<file path="src/rtl/sb_req_pkg.sv">
package sb_req_pkg;
  localparam int REG_W = 32;
  localparam int ADDR_W = 4;

  localparam logic [ADDR_W-1:0] OFS_CMD     = 4'd0;
  localparam logic [ADDR_W-1:0] OFS_STAT    = 4'd1;
  localparam logic [ADDR_W-1:0] OFS_ATTR    = 4'd2;
  localparam logic [ADDR_W-1:0] OFS_ADDRLO  = 4'd3;
  localparam logic [ADDR_W-1:0] OFS_ADDRHI  = 4'd4;
  localparam logic [ADDR_W-1:0] OFS_DATA    = 4'd5;
  localparam logic [ADDR_W-1:0] OFS_SAI     = 4'd6;
  localparam logic [ADDR_W-1:0] OFS_CPLDATA = 4'd7;
  localparam logic [ADDR_W-1:0] OFS_CPLSAI  = 4'd8;
  localparam logic [ADDR_W-1:0] OFS_CPLSTS  = 4'd9;

  typedef enum logic [1:0] {SEQ_IDLE, SEQ_SEND, SEQ_WAIT} seqState_t;

  // strobes from control to datapath
  typedef struct packed {
    logic launchPosted;
    logic launchNp;
    logic sent;
    logic cplCapture;
  } ctrlStrobes_t;
endpackage

</file>
<file path="src/rtl/sb_req_seq.sv">
module sb_req_seq #(
  parameter bit NEEDS_CPL = 1'b0
) (
  input  logic clk,
  input  logic rstN,
  input  logic launch,
  input  logic reqReady,
  input  logic cplValid,
  output logic sending,
  output logic busy,
  output logic sentPulse,
  output logic cplPulse
);
  import sb_req_pkg::*;

  seqState_t state, stateNext;

  always_comb begin
    stateNext = state;
    unique case (state)
      SEQ_IDLE: if (launch) stateNext = SEQ_SEND;
      SEQ_SEND: if (reqReady) stateNext = NEEDS_CPL ? SEQ_WAIT : SEQ_IDLE;
      SEQ_WAIT: if (cplValid) stateNext = SEQ_IDLE;
      default:  stateNext = SEQ_IDLE;
    endcase
  end

  always_ff @(posedge clk or negedge rstN) begin
    if (!rstN) state <= SEQ_IDLE;
    else       state <= stateNext;
  end

  assign sending   = (state == SEQ_SEND);
  assign busy      = (state != SEQ_IDLE);
  assign sentPulse = sending && reqReady;
  assign cplPulse  = NEEDS_CPL && (state == SEQ_WAIT) && cplValid;

  // a waiting non-posted sequencer stays busy without a completion
  p_wait_busy_r7: assert property (@(posedge clk) disable iff (!rstN)
    (state == SEQ_WAIT) && !cplValid |=> busy);
endmodule

</file>
<file path="src/rtl/sb_req_ctrl.sv">
module sb_req_ctrl #(
  parameter logic [7:0] RSV_LO = 8'h20,
  parameter logic [7:0] RSV_HI = 8'h2F
) (
  input  logic                     clk,
  input  logic                     rstN,
  input  logic                     cmdGo,
  input  logic                     cmdPosted,
  input  logic [7:0]               opcode,
  input  logic                     reqReady,
  input  logic                     cplValid,
  output logic                     reqValid,
  output logic                     busy,
  output sb_req_pkg::ctrlStrobes_t strobes
);
  import sb_req_pkg::*;

  localparam int NUM_SEQ = 2;

  logic                isReserved;
  logic                launch;
  logic [NUM_SEQ-1:0]  launchVec, sendingVec, busyVec, sentVec, cplVec;

  assign isReserved = (opcode >= RSV_LO) && (opcode <= RSV_HI);
  assign launch     = cmdGo && !isReserved && !busy;
  assign launchVec  = {launch && !cmdPosted, launch && cmdPosted};

  // index 0: posted sequencer, index 1: non-posted sequencer
  for (genvar g = 0; g < NUM_SEQ; g++) begin : g_seq
    sb_req_seq #(.NEEDS_CPL(g == 1)) u_seq (
      .clk      (clk),
      .rstN     (rstN),
      .launch   (launchVec[g]),
      .reqReady (reqReady),
      .cplValid (cplValid),
      .sending  (sendingVec[g]),
      .busy     (busyVec[g]),
      .sentPulse(sentVec[g]),
      .cplPulse (cplVec[g])
    );
  end

  assign busy     = |busyVec;
  assign reqValid = |sendingVec;

  always_comb begin
    strobes.launchPosted = launchVec[0];
    strobes.launchNp     = launchVec[1];
    strobes.sent         = |sentVec;
    strobes.cplCapture   = |cplVec;
  end

  // an offered request is held until accepted
  p_valid_hold_r2: assert property (@(posedge clk) disable iff (!rstN)
    reqValid && !reqReady |=> reqValid);
  // a reserved opcode never starts a sequencer
  p_reserved_drop_r4: assert property (@(posedge clk) disable iff (!rstN)
    cmdGo && isReserved && !busy |=> !busy);
  // at most one sequencer offers a request
  p_single_send_r7: assert property (@(posedge clk) disable iff (!rstN)
    $onehot0(sendingVec));
endmodule

</file>
<file path="src/rtl/sb_req_datapath.sv">
module sb_req_datapath #(
  parameter int              SAI_W     = 8,
  parameter logic [SAI_W-1:0] SAI_RESET = 8'h3C
) (
  input  logic                          clk,
  input  logic                          rstN,
  input  logic                          regWrEn,
  input  logic [sb_req_pkg::ADDR_W-1:0] regAddr,
  input  logic [sb_req_pkg::REG_W-1:0]  regWrData,
  output logic [sb_req_pkg::REG_W-1:0]  regRdData,
  input  sb_req_pkg::ctrlStrobes_t      strobes,
  input  logic                          busy,
  output logic                          cmdGo,
  output logic                          cmdPosted,
  output logic [7:0]                    opcode,
  output logic [7:0]                    reqDest,
  output logic [7:0]                    reqOpcode,
  output logic [3:0]                    reqBe,
  output logic [3:0]                    reqMisc,
  output logic [7:0]                    reqFid,
  output logic [47:0]                   reqAddr,
  output logic [31:0]                   reqData,
  output logic                          reqPosted,
  output logic                          reqRead,
  output logic [3:0]                    reqRootSpace,
  input  logic [31:0]                   cplData,
  input  logic [SAI_W-1:0]              cplSai,
  input  logic [2:0]                    cplStatus,
  input  logic                          cplEhp,
  output logic                          sentIrq,
  output logic                          cplIrq
);
  import sb_req_pkg::*;

  localparam int SAI_PAD = 16 - SAI_W;

  logic        wrCmd, wrStat, wrAttr, wrAddrLo, wrAddrHi, wrData, wrSai, wrCplSts;
  logic        dirReg, postedReg, sentIe, sentSts;
  logic [7:0]  destReg, opcReg, fidReg;
  logic [3:0]  beReg, barReg, rsReg;
  logic [31:0] addrLoReg, dataReg, cplDataReg;
  logic [15:0] addrUpReg;
  logic        addrLong;
  logic [SAI_W-1:0] cplSaiReg;
  logic [2:0]  cplStsReg;
  logic        cplEhpReg, cplMask, cplRcv;
  logic        launchAny;
  logic [47:0] addrOut;

  assign wrCmd    = regWrEn && (regAddr == OFS_CMD);
  assign wrStat   = regWrEn && (regAddr == OFS_STAT);
  assign wrAttr   = regWrEn && (regAddr == OFS_ATTR);
  assign wrAddrLo = regWrEn && (regAddr == OFS_ADDRLO);
  assign wrAddrHi = regWrEn && (regAddr == OFS_ADDRHI);
  assign wrData   = regWrEn && (regAddr == OFS_DATA);
  assign wrSai    = regWrEn && (regAddr == OFS_SAI);
  assign wrCplSts = regWrEn && (regAddr == OFS_CPLSTS);

  assign cmdGo     = wrCmd && regWrData[0];
  assign cmdPosted = regWrData[2];
  assign opcode    = opcReg;
  assign launchAny = strobes.launchPosted || strobes.launchNp;
  assign addrOut   = addrLong ? {addrUpReg, addrLoReg} : {32'd0, addrLoReg[15:0]};

  // programmable request fields
  always_ff @(posedge clk or negedge rstN) begin
    if (!rstN) begin
      dirReg <= 1'b0; postedReg <= 1'b0; sentIe <= 1'b0;
      destReg <= '0; opcReg <= '0; beReg <= '0; barReg <= '0; fidReg <= '0;
      addrLoReg <= '0; addrUpReg <= '0; addrLong <= 1'b0;
      dataReg <= '0; rsReg <= '0;
    end else begin
      if (wrCmd) begin
        dirReg    <= regWrData[1];
        postedReg <= regWrData[2];
        sentIe    <= regWrData[3];
      end
      if (wrAttr) begin
        destReg <= regWrData[7:0];
        opcReg  <= regWrData[15:8];
        beReg   <= regWrData[19:16];
        barReg  <= regWrData[23:20];
        fidReg  <= regWrData[31:24];
      end
      if (wrAddrLo) addrLoReg <= regWrData;
      if (wrAddrHi) begin
        addrUpReg <= regWrData[15:0];
        addrLong  <= regWrData[31];
      end
      if (wrData) dataReg <= regWrData;
      if (wrSai)  rsReg   <= regWrData[19:16];
    end
  end

  // snapshot taken at launch, held for the life of the request
  always_ff @(posedge clk or negedge rstN) begin
    if (!rstN) begin
      reqDest <= '0; reqOpcode <= '0; reqBe <= '0; reqMisc <= '0; reqFid <= '0;
      reqAddr <= '0; reqData <= '0; reqPosted <= 1'b0; reqRead <= 1'b0;
      reqRootSpace <= '0;
    end else if (launchAny) begin
      reqDest      <= destReg;
      reqOpcode    <= opcReg;
      reqBe        <= beReg;
      reqMisc      <= {addrLong, barReg[2:0]};
      reqFid       <= fidReg;
      reqAddr      <= addrOut;
      reqData      <= dataReg;
      reqPosted    <= strobes.launchPosted;
      reqRead      <= strobes.launchNp && regWrData[1];
      reqRootSpace <= rsReg;
    end
  end

  // sticky status and completion capture; hardware set wins over clear
  always_ff @(posedge clk or negedge rstN) begin
    if (!rstN) begin
      sentSts <= 1'b0; cplRcv <= 1'b0; cplMask <= 1'b0;
      cplDataReg <= '0; cplSaiReg <= '0; cplStsReg <= '0; cplEhpReg <= 1'b0;
    end else begin
      if (strobes.sent)                  sentSts <= 1'b1;
      else if (wrStat && regWrData[1])   sentSts <= 1'b0;
      if (wrCplSts) cplMask <= regWrData[30];
      if (strobes.cplCapture) begin
        cplRcv     <= 1'b1;
        cplDataReg <= cplData;
        cplSaiReg  <= cplSai;
        cplStsReg  <= cplStatus;
        cplEhpReg  <= cplEhp;
      end else if (wrCplSts && regWrData[31]) begin
        cplRcv <= 1'b0;
      end
    end
  end

  assign sentIrq = sentSts && sentIe;
  assign cplIrq  = cplRcv && !cplMask;

  always_comb begin
    regRdData = '0;
    unique case (regAddr)
      OFS_CMD:     regRdData = {28'd0, sentIe, postedReg, dirReg, 1'b0};
      OFS_STAT:    regRdData = {30'd0, sentSts, busy};
      OFS_ATTR:    regRdData = {fidReg, barReg, beReg, opcReg, destReg};
      OFS_ADDRLO:  regRdData = addrLoReg;
      OFS_ADDRHI:  regRdData = {addrLong, 15'd0, addrUpReg};
      OFS_DATA:    regRdData = dataReg;
      OFS_SAI:     regRdData = {1'b1, 11'd0, rsReg, {SAI_PAD{1'b0}}, SAI_RESET};
      OFS_CPLDATA: regRdData = cplDataReg;
      OFS_CPLSAI:  regRdData = {{(32-SAI_W){1'b0}}, cplSaiReg};
      OFS_CPLSTS:  regRdData = {cplRcv, cplMask, 21'd0, cplEhpReg, 5'd0, cplStsReg};
      default:     regRdData = '0;
    endcase
  end

  // request fields change only at a launch
  p_snap_stable_r2: assert property (@(posedge clk) disable iff (!rstN)
    !launchAny |=> $stable(reqAddr) && $stable(reqData) && $stable(reqMisc));
  // an accepted request leaves the sent status set
  p_sent_set_r8: assert property (@(posedge clk) disable iff (!rstN)
    strobes.sent |=> sentSts);
  // a captured completion is visible with its data
  p_cpl_capture_r11: assert property (@(posedge clk) disable iff (!rstN)
    strobes.cplCapture |=> cplRcv && (cplDataReg == $past(cplData)));
  // without a capture the completion data register holds
  p_cpl_hold_r12: assert property (@(posedge clk) disable iff (!rstN)
    !strobes.cplCapture |=> $stable(cplDataReg));
endmodule

</file>
<file path="src/rtl/sb_req_issuer.sv">
module sb_req_issuer #(
  parameter int               SAI_W     = 8,
  parameter logic [SAI_W-1:0] SAI_RESET = 8'h3C,
  parameter logic [7:0]       RSV_LO    = 8'h20,
  parameter logic [7:0]       RSV_HI    = 8'h2F
) (
  input  logic              clk,
  input  logic              rstN,
  input  logic              regWrEn,
  input  logic [3:0]        regAddr,
  input  logic [31:0]       regWrData,
  output logic [31:0]       regRdData,
  output logic              reqValid,
  input  logic              reqReady,
  output logic [7:0]        reqDest,
  output logic [7:0]        reqOpcode,
  output logic [3:0]        reqBe,
  output logic [3:0]        reqMisc,
  output logic [7:0]        reqFid,
  output logic [47:0]       reqAddr,
  output logic [31:0]       reqData,
  output logic              reqPosted,
  output logic              reqRead,
  output logic              reqEhp,
  output logic [SAI_W-1:0]  reqSai,
  output logic [3:0]        reqRootSpace,
  input  logic              cplValid,
  input  logic [31:0]       cplData,
  input  logic [SAI_W-1:0]  cplSai,
  input  logic [2:0]        cplStatus,
  input  logic              cplEhp,
  output logic              sentIrq,
  output logic              cplIrq
);
  import sb_req_pkg::*;

  ctrlStrobes_t strobes;
  logic         busy, cmdGo, cmdPosted;
  logic [7:0]   opcode;

  assign reqEhp = 1'b1;
  assign reqSai = SAI_RESET;

  sb_req_ctrl #(.RSV_LO(RSV_LO), .RSV_HI(RSV_HI)) u_ctrl (
    .clk      (clk),
    .rstN     (rstN),
    .cmdGo    (cmdGo),
    .cmdPosted(cmdPosted),
    .opcode   (opcode),
    .reqReady (reqReady),
    .cplValid (cplValid),
    .reqValid (reqValid),
    .busy     (busy),
    .strobes  (strobes)
  );

  sb_req_datapath #(.SAI_W(SAI_W), .SAI_RESET(SAI_RESET)) u_dp (
    .clk         (clk),
    .rstN        (rstN),
    .regWrEn     (regWrEn),
    .regAddr     (regAddr),
    .regWrData   (regWrData),
    .regRdData   (regRdData),
    .strobes     (strobes),
    .busy        (busy),
    .cmdGo       (cmdGo),
    .cmdPosted   (cmdPosted),
    .opcode      (opcode),
    .reqDest     (reqDest),
    .reqOpcode   (reqOpcode),
    .reqBe       (reqBe),
    .reqMisc     (reqMisc),
    .reqFid      (reqFid),
    .reqAddr     (reqAddr),
    .reqData     (reqData),
    .reqPosted   (reqPosted),
    .reqRead     (reqRead),
    .reqRootSpace(reqRootSpace),
    .cplData     (cplData),
    .cplSai      (cplSai),
    .cplStatus   (cplStatus),
    .cplEhp      (cplEhp),
    .sentIrq     (sentIrq),
    .cplIrq      (cplIrq)
  );
endmodule

</file>
<file path="config.mk">
export PLATFORM = sky130hd
export DESIGN_NAME = sb_req_issuer
export DESIGN_NICKNAME = d
export VERILOG_FILES = /design/src/rtl/sb_req_pkg.sv /design/src/rtl/sb_req_seq.sv /design/src/rtl/sb_req_ctrl.sv /design/src/rtl/sb_req_datapath.sv /design/src/rtl/sb_req_issuer.sv
export SDC_FILE = /design/constraint.sdc
export NUM_CORES = 1
export LEC_CHECK = 0
export ABC_AREA = 1
export BUFFER_PORTS_ARGS = -buffer_cell sky130_fd_sc_hd__buf_2
export CORE_MARGIN = 10
export CORE_UTILIZATION = 34
export CTS_BUF_LIST = sky130_fd_sc_hd__clkbuf_4 sky130_fd_sc_hd__clkbuf_8
export DETAILED_ROUTE_END_ITERATION = 7
export HOLD_SLACK_MARGIN = 0.02
export PLACE_DENSITY = 0.58
export SETUP_SLACK_MARGIN = 0.15
export SYNTH_ARGS = -nofsm -noshare
export SYNTH_HDL_FRONTEND = slang
export SYNTH_SLANG_ARGS = --single-unit
</file>
<file path="constraint.sdc">
create_clock -name clk -period 3.19 [get_ports clk]
set_input_delay 0.319 -clock clk [delete_from_list [all_inputs] [get_ports clk]]
set_output_delay 0.319 -clock clk [all_outputs]
set_load 0.02 [all_outputs]
</file>
==> results.md, run 1 <==
- Status: finished clean
- Final instance area: 15700 sq um
- Max-capacitance violation count: 0
- GR Overflow Total: 0
- Peak supply drop: 332 uV
- CP Launch Point: regAddr[3]
- Routed WL: 42300 microns
- Via count: 10600
- Max Clock Skew: 24.0 ps
- Commonest non-fill, non-tap cell in the layout: nand2_1
- CTS resizes: 0
- Vias in the first global route: 11000
- Achievable Freq: 0.439 GHz
- Crit Path Category: in -> out
- Synthesized area: 12200 sq um
- Initial antenna violation count: 0
- Synth warnings: 0
- Area Overhead vs Synth: 28.8%
- WP data arrival: 1960 ps
- First-pass detailed-route iteration total: 5
- Total CTS buffers: 52
- Worst-Margin Slew: 834 ps
- Cell Area, Placed: 13900 sq um
- Cells after synthesis: 1373
- Commonest non-fill, non-tap cells in the layout: 467 x nand2_1, 288 x dfrtp_1, 236 x buf_2, 171 x o21ai_0, 102 x inv_1
- Metal2 WL: 20600 microns
- Tot GR Track Use: 19.1%
- RSZ-0062 raised after global routing: false
- Setup tns final: 0 ps
- DIE WIDTH: 209 microns
- Setup violators final: 0
- Initial Util: 34.3%
- DRC viols: 0
- Slew HR: 44.4%
- Die Footprint: 43800 sq um
- Largest net degree at the start of global routing: 87
- M1 WL: 17700 microns
- Nets@finish: 1768
- Hold Crit Class: in -> reg
- Post-CTS setup buffers: 0
- Power Dens Cells: 651 nW/um^2
- Layout cell share with drive strength beyond 1: 23.8%
- Period minus WS final: 2280 ps
- Sequential area share after synthesis: 59.2%
- Clk sinks: 288
- Post-synthesis cell type count: 23
- Count of pins over their slew limit: 0
- Crit-path max cell delay: 490 ps
- Routed WL per cell: 19.4 microns
- Clock Tree Root: clkbuf_8
- Detailed Place HPWL: 29600 microns
- Leakage Power: 8.37 nW
- Skew-Pair Late Insertion Delay: 620 ps
- Family with the most delay on the worst path: simple AND/OR/NAND/NOR gates
- Io pins: 247
- Register area: 7210 sq um
- Register bit count reported by yosys: 288
- Required @ worst endpoint: 2870 ps
- Met3 wire length: 2770 microns
- H-tree levels: 2
- Fin. Hold Viols: 0
- Avg Synthesized Cell Area: 8.87 sq um
- CP Capture Type: output pin
- First-pass GRT wire length: 65900 microns
- CTS max path bufs: 3
- CTS clk-pin slew, worst paths: 60 ps
- Core area: 35500 sq um
- Startpoint Class: input pin
- Critical Path Fanout Max: 14
- CP max-delay cell: nand2_1
- RR Startpoint: u_dp.opcode[4]
- ANT nets after route: 0
- Area occupied by multi-input gates: 4250 sq um
- Initial drt markers: 655
- Cell Rows: 69
- Worst Hold Launch: regWrData[16]
- CP cell instances: buf_2 -> inv_1 -> nand2_2 -> inv_1 -> nand2_1 -> o21ai_0 -> nor2_1 -> nand2_1 -> buf_2
- Diode count: 0
- Critical path buffers and inverters: 4
- Period utilisation layout: 71.4%
- Global placement routability congestion: 0.854
- Die Y: 209 microns
- DR top layer: met4
- Port Buffers: 237
- Fillers: 3460
- CTS tree: done
- Vias/cell: 4.87
timing repair:
action                                  4_1_cts  5_1_grt
hold buffers                                 73        0
endpoints found under the setup margin        0        0
hold endpoints to repair                    190        0
path summary, 6_finish.rpt:
path	slack [ps]	end	cells after the start
max	910	regRdData[6]	9
min	70	u_dp.dataReg[16]	3
max reg2reg	1020	u_dp.reqDest[5]	9
min reg2reg	460	u_dp.reqData[30]	2
max in group asynchronous	1960	u_dp.reqBe[2]	3
min in group asynchronous	310	u_dp.cplDataReg[7]	2
stage by stage:
stage	utilization [%]	hold WS, ps	std cells	setup slack, ps	total power, mW
2_1_floorplan	-	23.4	1380	1620	5.71
6_report	44.2	65.4	2178	913	10.2
4_1_cts	44.2	29.3	2178	896	10.3
5_1_grt	44.2	68.7	2178	677	10.8
3_5_place_dp	39.0	385	2017	906	6.53
3_3_place_gp	39.0	381	2017	891	6.48
cell usage after synthesis:
cell / count / area share (%)
buf_1: 8 / 0.25
a21oi_1: 6 / 0.25
nand2_2: 6 / 0.31
inv_1: 102 / 3.1
nand3_1: 65 / 2.7
nor3_1: 2 / 0.082
nand4_1: 43 / 2.2
buf_2: 20 / 0.82
nor2_4: 5 / 0.46
nor2_2: 4 / 0.21
inv_2: 2 / 0.062
o21a_1: 2 / 0.12
o21ai_1: 36 / 1.5
o21ai_0: 171 / 7.0
and3_1: 2 / 0.10
clkbuf_1: 48 / 1.5
nor2_1: 42 / 1.3
buf_4: 10 / 0.62
o22ai_1: 2 / 0.10
conb_1: 2 / 0.062
dfrtp_1: 288 / 59
mux2_2: 40 / 3.7
nand2_1: 467 / 14
flip-flops by register name, summed over array words and instances, names as in the netlist, 3 cells and up:
| signal | flops |
|---|---|
| u_dp.beReg | 4 |
| u_dp.reqRootSpace | 4 |
| u_dp.reqOpcode | 8 |
| u_dp.addrUpReg | 16 |
| u_dp.rsReg | 4 |
| u_dp.reqMisc | 4 |
| u_dp.fidReg | 8 |
| u_ctrl.g_seq.u_seq.state | 3 |
| u_dp.opcode | 8 |
| u_dp.reqDest | 8 |
| u_dp.barReg | 4 |
| u_dp.reqData | 32 |
| u_dp.reqBe | 4 |
| u_dp.cplSaiReg | 8 |
| u_dp.reqAddr | 48 |
| u_dp.cplStsReg | 3 |
| u_dp.reqFid | 8 |
| u_dp.cplDataReg | 32 |
| u_dp.destReg | 8 |
| u_dp.dataReg | 32 |
| u_dp.addrLoReg | 32 |
cells by family after synthesis:
logic type,count (synthesis),share of synthesized area [%]
AO/OA/AOI/OAI,217,8.98
other,2,0.0617
AND/OR/NAND/NOR,636,21.7
flip-flops,288,59.2
multiplexers,40,3.70
buffers and inverters,190,6.37
where the power goes:
part	total, mW	internal (mW)	switching (mW)
Combinational	1.77	0.640	1.13
Clock	3.71	2.14	1.57
Sequential	4.74	4.30	0.439
Total	10.2	7.08	3.14
worst min-delay path: stages:
cell	delay, ps
buf_2	80
inv_1	70
o21ai_0	160
area by class of cell:
| class | count | area share [%] |
|---|---|---|
| flip-flops and latches | 288 | 45.9 |
| multi-input cells | 902 | 27.1 |
| repair buffers | 335 | 13.8 |
| clock buffers | 81 | 6.63 |
| well taps | 461 | 3.68 |
| inverters | 104 | 2.49 |
| clock inverters | 7 | 0.423 |
per-layer routing:
metal / vias to the layer above / track usage [%]
met1: 5148 / 23.5
met5: - / 0
li1: 5041 / -
met2: 340 / 32.2
met3: 74 / 4.26
met4: 0 / 7.14
Note: power is estimated with default switching activity, not from simulation.
==> inputs of run 2 (changes only) <==
- clock period: 3.19 -> 2.2 ns (I/O delays scaled with it)
==> run 2 against run 1 <==
  * Clock skew grew 12 ps
  * Non-clock buffer count grew 16
  * Via count is essentially flat
  * Critical path depth shrank 4
  * Register-to-register slack lost 580 ps
  * Cell area grew 2.0%
==> results.md, run 2 (synthesis results as in run 1) <==
- Status: finished clean
- Largest net degree at the start of global routing: 80
- Switch share: 30.8%
- Commonest non-fill, non-tap cell in the layout: nand2_1
- Required @ worst endpoint: 1980 ps
- Sw Pwr: 4.61 mW
- CP Launch Point: u_dp.addrLoReg[7]
- Initial Util: 34.3%
- DRC viols: 0
- Area Overhead vs Synth: 31.4%
- CP dominant cell by count: nand2_1
- Critical Path Fanout Max: 3
- CP Capture Type: output pin
- Combinational share of power: 17.4%
- First-pass detailed-route iteration total: 5
- Clock Tree Root: clkbuf_8
- Period minus WS final: 1930 ps
- Fin. Hold Viols: 0
- CTS tree: done
- Int Power: 10.4 mW
- Setup violators final: 0
- Cell Rows: 69
- First-pass GRT wire length: 65600 microns
- Nets@finish: 1782
- Peak supply drop: 526 uV
- Achievable Freq: 0.517 GHz
- CTS clk-pin slew, worst paths: 60 ps
- RR Startpoint: u_dp.opcode[4]
- Worst-Margin Slew: 514 ps
- Worst hold slack: 94.8 ps
- Io pins: 247
- Fillers: 3472
- Crit-path max cell delay: 410 ps
- Commonest non-fill, non-tap cells in the layout: 466 x nand2_1, 288 x dfrtp_1, 236 x buf_2, 171 x o21ai_0, 102 x inv_1
- Count of pins over their slew limit: 0
- Skew-Pair Late Insertion Delay: 630 ps
- DIE WIDTH: 209 microns
- Detailed Place HPWL: 29400 microns
- Post-CTS setup buffers: 0
- ANT nets after route: 0
- Clock network power share: 36.7%
- Initial antenna violation count: 0
- Hold Crit Class: in -> reg
- Leakage Power: 8.51 nW
- CTS max path bufs: 3
- Tot GR Track Use: 19.0%
- GR Overflow Total: 0
- Clk sinks: 288
- Core area: 35500 sq um
- Power Dens Cells: 937 nW/um^2
- Slew HR: 65.8%
- Port Buffers: 237
- Initial drt markers: 633
- Vias in the first global route: 10900
- Period utilisation layout: 87.9%
- Die Y: 209 microns
- Final Util: 45.1%
- Max reg flops: 48
- Via count: 10600
- Die Footprint: 43800 sq um
- Max-capacitance violation count: 0
- Routed WL: 42400 microns
- WP data arrival: 1710 ps
- Vias/cell: 4.82
- RSZ-0062 raised after global routing: false
- Max Clock Skew: 36.0 ps
- Global placement routability congestion: 0.871
- Startpoint Class: flop
- CP cell instances: nand2_1 -> o21ai_0 -> nor2_1 -> nand2_1 -> buf_2
- Total CTS buffers: 50
- Routed WL per cell: 19.3 microns
- CP max-delay cell: dfrtp_1
- Layout cell share with drive strength beyond 1: 24.4%
- Crit Path Category: reg -> out
- Seq pwr share: 45.9%
- Worst Hold Launch: regWrData[2]
- Reg with most FFs: u_dp.reqAddr
- H-tree levels: 2
- Setup tns final: 0 ps
run 2: cell count changes in the layout (fill, tap and decap cells not counted), sizes merged:
cell	previous run	this run
buf	262	270
dlygate4sd3	73	81
clkbuf	81	87
bufinv	1	0
diode	0	1
inv	105	106
run 2: final timing paths:
check                                    end  slack [ps]  cells past startpoint
setup reg to reg               u_dp.reqBe[0]         440                      7
setup / recovery                regRdData[7]         270                      5
hold reg to reg               u_dp.reqFid[4]         470                      2
max in group asynchronous    u_dp.reqAddr[4]        1290                      3
hold / removal             u_dp.addrUpReg[2]          90                      3
min in group asynchronous    u_dp.reqAddr[9]         110                      2
run 2: layout make-up:
type                    instances  area [sq um]  area share, %
flip-flops and latches        288          7210           45.0
repair buffers                351          2420           15.1
diodes                          1          2.50         0.0156
inverters                     104           390           2.44
clock buffers                  87          1110           6.93
multi-input cells             902          4250           26.5
well taps                     461           577           3.60
clock inverters                 7          52.6          0.328
run 2: repair_timing:
action                                 CTS  global route
endpoints found under the hold margin  454             0
setup endpoints to repair                0             2
resized for setup                        0             1
hold buffers                            81             0
run 2: layer usage:
layer / track usage [%] / share of wire [%] / vias to the layer above
li1: - / - / 5082
met4: 6.70 / 2.8 / 0
met3: 4.87 / 6.5 / 69
met5: 0 / 0 / -
met2: 31.8 / 49 / 316
met1: 23.4 / 42 / 5133
run 2: through the flow:
step	worst slack [ps]	cells	total power [mW]	instance area (sq um)
2_1_floorplan	803	1380	8.28	12200
4_1_cts	212	2200	15.2	16000
3_3_place_gp	299	2025	9.43	14000
5_1_grt	155	2200	15.8	16000
6_report	266	2201	15.0	16000
3_5_place_dp	279	2025	9.50	14000
run 2: power groups by stage:
stage          clock, mW  sequential [mW]  combinational, mW
3_5_place_dp           0             6.96               2.54
4_1_cts             5.65             6.87               2.66
2_1_floorplan          0             7.11               1.17
5_1_grt             5.90             6.99               2.91
3_3_place_gp           0             6.94               2.49
6_report            5.50             6.88               2.61
run 2: critical path: cells and delay by family, from the launching register on:
kind	cells	cell delay, ps
compound gates	1	70
buf+inv	1	180
simple gates	3	430
flops	1	410
